## config.mk

```make
export PLATFORM = sky130hd
export DESIGN_NAME = extint_ctrl
export DESIGN_NICKNAME = d
export VERILOG_FILES = /design/src/rtl/extint_pkg.sv /design/src/rtl/extint_regs.sv /design/src/rtl/extint_line.sv /design/src/rtl/extint_ctrl.sv
export SDC_FILE = /design/constraint.sdc
export NUM_CORES = 1
export LEC_CHECK = 0
export BUFFER_PORTS_ARGS = -buffer_cell sky130_fd_sc_hd__clkbuf_2
export CORE_AREA = 2 2 170 172
export CTS_BUF_LIST = sky130_fd_sc_hd__clkbuf_2
export CTS_CLUSTER_DIAMETER = 200
export DETAILED_ROUTE_END_ITERATION = 10
export DIE_AREA = 0 0 172 174
export GPL_TIMING_DRIVEN = 0
export PLACE_DENSITY = 0.64
export SLEW_MARGIN = 10
export SYNTH_ARGS = -nofsm -noshare
export SYNTH_HDL_FRONTEND = slang
export SYNTH_SLANG_ARGS = --single-unit
export TNS_END_PERCENT = 1
```

## constraint.sdc

```tcl
create_clock -name clk -period 2.3 [get_ports clk]
set_clock_uncertainty 0.05 [all_clocks]
set_input_delay 0.115 -clock clk [delete_from_list [all_inputs] [get_ports clk]]
set_output_delay 0.115 -clock clk [all_outputs]
set_load 0.005 [all_outputs]
```

## src/rtl/extint_pkg.sv

```systemverilog
package extint_pkg;
    localparam int DATA_W     = 32;
    localparam int SEL_W      = 4;
    localparam int FIELDS_PER = 4;

    localparam int OFF_IRQ_EN  = 'h10;
    localparam int OFF_EVT_EN  = 'h14;
    localparam int OFF_RISE_EN = 'h18;
    localparam int OFF_FALL_EN = 'h1C;
    localparam int OFF_PEND    = 'h20;

    typedef struct packed {
        logic [SEL_W-1:0] sel;
        logic             rise;
        logic             fall;
    } line_cfg_t;

    function automatic int sel_word_addr(input int w);
        return w * 4;
    endfunction
endpackage

```

## src/rtl/extint_regs.sv

```systemverilog
module extint_regs
    import extint_pkg::*;
#(
    parameter int NUM_LINES = 16,
    parameter int ADDR_W    = 8
) (
    input  logic                 clk,
    input  logic                 rst,
    input  logic                 bus_valid,
    input  logic                 bus_write,
    input  logic [ADDR_W-1:0]    bus_addr,
    input  logic [DATA_W-1:0]    bus_wdata,
    input  logic [NUM_LINES-1:0] pend_set,
    output logic [SEL_W-1:0]     sel_q [NUM_LINES],
    output logic [NUM_LINES-1:0] irq_en_q,
    output logic [NUM_LINES-1:0] evt_en_q,
    output logic [NUM_LINES-1:0] rise_en_q,
    output logic [NUM_LINES-1:0] fall_en_q,
    output logic [NUM_LINES-1:0] pend_q,
    output logic [DATA_W-1:0]    bus_rdata
);
    localparam int SEL_WORDS = NUM_LINES / FIELDS_PER;

    logic                 wr;
    int                   addr_i;
    logic [NUM_LINES-1:0] clr;

    assign wr     = bus_valid & bus_write;
    assign addr_i = int'(bus_addr);
    assign clr    = (wr && addr_i == OFF_PEND) ? bus_wdata[NUM_LINES-1:0] : '0;

    always_ff @(posedge clk) begin
        if (rst) begin
            for (int n = 0; n < NUM_LINES; n++) sel_q[n] <= '0;
            irq_en_q  <= '0;
            evt_en_q  <= '0;
            rise_en_q <= '0;
            fall_en_q <= '0;
        end else if (wr) begin
            for (int w = 0; w < SEL_WORDS; w++) begin
                if (addr_i == sel_word_addr(w)) begin
                    for (int k = 0; k < FIELDS_PER; k++)
                        sel_q[w*FIELDS_PER+k] <= bus_wdata[k*SEL_W +: SEL_W];
                end
            end
            case (addr_i)
                OFF_IRQ_EN:  irq_en_q  <= bus_wdata[NUM_LINES-1:0];
                OFF_EVT_EN:  evt_en_q  <= bus_wdata[NUM_LINES-1:0];
                OFF_RISE_EN: rise_en_q <= bus_wdata[NUM_LINES-1:0];
                OFF_FALL_EN: fall_en_q <= bus_wdata[NUM_LINES-1:0];
                default: ;
            endcase
        end
    end

    // set wins over clear so a same-cycle trigger is not lost
    always_ff @(posedge clk) begin
        if (rst) pend_q <= '0;
        else     pend_q <= (pend_q & ~clr) | pend_set;
    end

    always_comb begin
        bus_rdata = '0;
        for (int w = 0; w < SEL_WORDS; w++) begin
            if (addr_i == sel_word_addr(w)) begin
                for (int k = 0; k < FIELDS_PER; k++)
                    bus_rdata[k*SEL_W +: SEL_W] = sel_q[w*FIELDS_PER+k];
            end
        end
        case (addr_i)
            OFF_IRQ_EN:  bus_rdata = DATA_W'(irq_en_q);
            OFF_EVT_EN:  bus_rdata = DATA_W'(evt_en_q);
            OFF_RISE_EN: bus_rdata = DATA_W'(rise_en_q);
            OFF_FALL_EN: bus_rdata = DATA_W'(fall_en_q);
            OFF_PEND:    bus_rdata = DATA_W'(pend_q);
            default: ;
        endcase
    end
endmodule

```

## src/rtl/extint_line.sv

```systemverilog
module extint_line
    import extint_pkg::*;
#(
    parameter int NUM_PORTS = 4
) (
    input  logic                 clk,
    input  logic                 rst,
    input  logic [NUM_PORTS-1:0] pins,
    input  line_cfg_t            cfg,
    output logic                 trig
);
    logic             cur;
    logic             prev_q;
    logic [SEL_W-1:0] sel_last_q;

    always_comb begin
        cur = 1'b0;
        for (int p = 0; p < NUM_PORTS; p++)
            if (cfg.sel == SEL_W'(p)) cur = pins[p];
    end

    always_ff @(posedge clk) begin
        if (rst) begin
            prev_q     <= 1'b0;
            sel_last_q <= '0;
        end else begin
            prev_q     <= cur;
            sel_last_q <= cfg.sel;
        end
    end

    // the first cycle on a new source only reloads prev_q
    assign trig = (cfg.sel == sel_last_q) &
                  ((cfg.rise & cur & ~prev_q) | (cfg.fall & ~cur & prev_q));
endmodule

```

## src/rtl/extint_ctrl.sv

```systemverilog
module extint_ctrl
    import extint_pkg::*;
#(
    parameter int NUM_LINES = 16,
    parameter int NUM_PORTS = 4,
    parameter int ADDR_W    = 8
) (
    input  logic                           clk,
    input  logic                           rst,
    input  logic                           bus_valid,
    input  logic                           bus_write,
    input  logic [ADDR_W-1:0]              bus_addr,
    input  logic [DATA_W-1:0]              bus_wdata,
    output logic [DATA_W-1:0]              bus_rdata,
    input  logic [NUM_PORTS*NUM_LINES-1:0] port_pins,
    output logic [NUM_LINES-1:0]           irq_req,
    output logic [NUM_LINES-1:0]           evt_pulse
);
    logic [SEL_W-1:0]     sel_q [NUM_LINES];
    logic [NUM_LINES-1:0] irq_en_q, evt_en_q, rise_en_q, fall_en_q, pend_q;
    logic [NUM_LINES-1:0] trig;
    logic [NUM_LINES-1:0] evt_q;

    extint_regs #(.NUM_LINES(NUM_LINES), .ADDR_W(ADDR_W)) u_regs (
        .clk       (clk),
        .rst       (rst),
        .bus_valid (bus_valid),
        .bus_write (bus_write),
        .bus_addr  (bus_addr),
        .bus_wdata (bus_wdata),
        .pend_set  (trig & irq_en_q),
        .sel_q     (sel_q),
        .irq_en_q  (irq_en_q),
        .evt_en_q  (evt_en_q),
        .rise_en_q (rise_en_q),
        .fall_en_q (fall_en_q),
        .pend_q    (pend_q),
        .bus_rdata (bus_rdata)
    );

    for (genvar n = 0; n < NUM_LINES; n++) begin : g_line
        logic [NUM_PORTS-1:0] pins_n;
        line_cfg_t            cfg_n;
        for (genvar p = 0; p < NUM_PORTS; p++) begin : g_pin
            assign pins_n[p] = port_pins[p*NUM_LINES + n];
        end
        assign cfg_n = '{sel: sel_q[n], rise: rise_en_q[n], fall: fall_en_q[n]};
        extint_line #(.NUM_PORTS(NUM_PORTS)) u_line (
            .clk  (clk),
            .rst  (rst),
            .pins (pins_n),
            .cfg  (cfg_n),
            .trig (trig[n])
        );
    end

    always_ff @(posedge clk) begin
        if (rst) evt_q <= '0;
        else     evt_q <= trig & evt_en_q;
    end

    assign evt_pulse = evt_q;
    assign irq_req   = pend_q & irq_en_q;
endmodule

```

==> results by group <==
Detailed routing
  – TritonRoute pass-1 iters: 5
  – DRT iter0 DRCs: 766
  – Via density: 5.28
  – Via count: 9,868
  – DRC: 0
  – Post-DRT Antenna Nets: 0
  – Drt wl/cell: 20.3 um
  – WL final: 37,900 um

STA
  – Relative slew slack: around a third
  – Slew @ Worst Pin: 0.979 ns
  – Max-slew violations: 0
  – Fmax: between 0.4 and 0.5 GHz
  – Fin crit share: 108%
  – Hold_ws: -0.0661 ns
  – Fin Setup TNS: -1.77 ns
  – Final hold viol count: 2
  – Final WS setup: -0.177 ns
  – Final setup viols: 14
  – Minimum clock period: around 2.5 ns
  – RSZ-0062 raised after global routing: true

Place
  – Placed Cells: roughly 1.7k
  – Post-place instance area: 12,200 um2
  – IO buf count: 121
  – RD Place Congestion: 0.876
  – Dpl hpwl: 25,800 um

Global route
  – Largest net degree at the start of global routing: 16
  – First-pass GRT wire length: 56,200 um
  – Initial antenna violation count: 1
  – Total gr overflow: 0
  – Aggregate global-route resource usage: 25.1%
  – Vias in the first global route: approximately 9.5k

Critical path
  – Worst R2R Path Depth: 5
  – Worst-path fanout max: 2
  – CP max stage cell: mux4_2
  – CP required: 2.13 ns
  – CP peak stage delay: approximately 0.50 ns
  – Crit. End Element: output port
  – CP cell instances: mux4_2 -> nand3_2 -> o221ai_1 -> a21o_1 -> clkbuf_2
  – Reg2Reg Setup Slack: 0.05 ns
  – Worst setup SP type: flip-flop
  – CP arrival: 2.31 ns
  – RR Endpoint: g_line[9].u_line.prev_q
  – Critical path type: flip-flop to output port
  – Reg2reg start: u_regs.sel_q[24]

Power
  – Peak supply drop: 0.000295 V
  – Leak: about 6.4 nW
  – Cell area power density: 543 nW/um2

Finish
  – Most frequent cells in the layout: clkbuf_2 (217), dfxtp_1 (182), mux2i_1 (164)
  – Fill cells: 2,720
  – Share of layout cells above drive strength 1: 28.5%
  – Most common library cell in the layout ignoring fill and taps: clkbuf_2
  – Area of the multi-input gates: 5960 um2
  – Design area: 14,000 um2
  – Nets: 1,557
  – Register area: just under 5000 um2
  – P&R area growth vs syn: 27.3%
  – Fin cells: 1,869
  – Fin util: 49.8%

Floorplanning
  – Core Rows: 62
  – Die Y: 174 um
  – Die Area: 29,900 um2
  – IO Count: 172
  – Starting Density: 39.1%
  – Chip Width: 172 um
  – Core ar.: about 28,000 um2

Synth
  – Main flop type after synthesis: dfxtp_1
  – Seq cells post-synth: 240
  – Sequential area share after synthesis: 43.5%
  – Yosys cell types: 41
  – Mapped Avg Cell Area: 9.56 um2
  – Number of warnings issued by yosys: 0
  – Synth Cell Area: 11,000 um2
  – Post-Syn Instances: roughly 1.2k
  – Post-synth EDFFs: 0
  – Asr flop ratio synth: 0%

Clocking
  – Worst skew pair latency: 0.90 ns
  – CTS sink cnt: 240
  – Maximum clock path buffer count: 3
  – Root Buffer Master: clkbuf_2
  – CTS tree: built
  – CTS Buf Count: 60
  – Worst-path clk slew: roughly 0.13 ns
  – H-tree Lvls: 2

Status
  – Status: finished, violations left
  – Failing checks: negative hold slack, negative setup slack

Worst hold path
  – Hold Path Stages: 5
  – Hold Path End: g_line[0].u_line.prev_q
  – Hold Path Class: input pin to flip-flop
  – Hold Startpoint: port_pins[32]

Run
  – Max-cap violations: 0
[flip-flops by register name, indices dropped and copies added (netlist names)]
signal,count
g_line.u_line.prev_q,16
u_regs.evt_en_q,16
u_regs.sel_q,64
u_regs.pend_q,16
u_regs.fall_en_q,16
evt_pulse,16
u_regs.irq_en_q,16
g_line.u_line.sel_last_q,64
u_regs.rise_en_q,16
[worst max-delay path: cells and delay by family (launching register included)]
| family | cells | cell delay [ns] |
|---|---|---|
| AO/OA/AOI/OAI | 2 | 0.32 |
| multiplexers | 1 | 0.50 |
| flip-flops | 1 | 0.37 |
| AND/OR/NAND/NOR | 1 | 0.12 |
| buffers and inverters | 1 | 0.11 |
[what timing repair did]
| action | in CTS | in global routing |
|---|---|---|
| hold endpoints to repair | 167 | 2 |
| pin swaps | 2 | 1 |
| gates resized for setup | 106 | 28 |
| endpoints found under the setup margin | 16 | 34 |
| setup buffers | 24 | 3 |
| hold buffers | 82 | 3 |
[Yosys cell counts (15+ instances only)]
cell type	n	area, um2
dfxtp_1	240	4800
mux2i_1	166	1660
nor2_1	97	364
nand2_1	84	315
nor2b_1	84	526
clkbuf_1	70	263
a21oi_1	48	240
xnor2_1	48	420
nand2b_1	34	213
nand3_1	32	160
and3_1	22	138
buf_4	18	135
nor3_1	18	90.1
a31o_2	16	140
and2_1	16	100
o22ai_1	16	100
or3_1	16	100
or3b_2	16	140
xor2_1	16	140
o221ai_1	15	131
[where the power goes]
part	switching (W)	leakage, nW	internal, W
clock network	0.00170	0.410	0.00117
logic	0.000369	4.00	0.000258
registers	0.00000815	1.98	0.00412
[per-stage QoR]
stage / setup WS, ns / total power [W]
2_1_floorplan: 0.617 / 0.00453
3_3_place_gp: -0.205 / 0.00476
3_5_place_dp: -0.277 / 0.00476
4_1_cts: -0.186 / 0.00764
5_1_grt: -0.242 / 0.00791
6_report: -0.177 / 0.00762
[kinds of logic after synthesis]
family | count (synthesis) | share of synthesized area, %
flops | 240 | 43.5
other cells | 1 | 0.0340
buf+inv | 109 | 4.68
xor+xnor | 64 | 5.08
compound gates | 131 | 8.11
simple gates | 431 | 20.9
mux | 179 | 17.7
[final cells by class]
cell class / instances / share of cell area [%]
timing repair buffer: 233 / 11.8
multi-input combinational: 821 / 42.4
clock inverter: 2 / 0.240
buffer: 93 / 3.26
tap: 384 / 3.42
antenna: 1 / 0.0178
clock buffer: 95 / 3.38
sequential: 240 / 35.4
[how the worst max path moves through the flow]
| stage | startpoint | endpoint | slack, ns |
|---|---|---|---|
| final | u_regs.sel_q[59] | bus_rdata[7] | -0.18 |
| after global routing | u_regs.sel_q[4] | bus_rdata[8] | -0.24 |
| after CTS | u_regs.sel_q[61] | bus_rdata[1] | -0.19 |
| after detailed placement | bus_addr[1] | bus_rdata[6] | -0.28 |
| after global placement | bus_addr[1] | bus_rdata[6] | -0.21 |
| after floorplan | bus_addr[2] | bus_rdata[10] | 0.62 |
[routing by layer]
layer	GRT usage, %	part of all wire (%)	wire length, um
met2	40.2	46	17300
met4	9.87	3.4	1300
met3	4.26	7.5	2830
met5	0	0	0
met1	33.6	43	16400
Note: power is estimated with default switching activity, not from simulation.
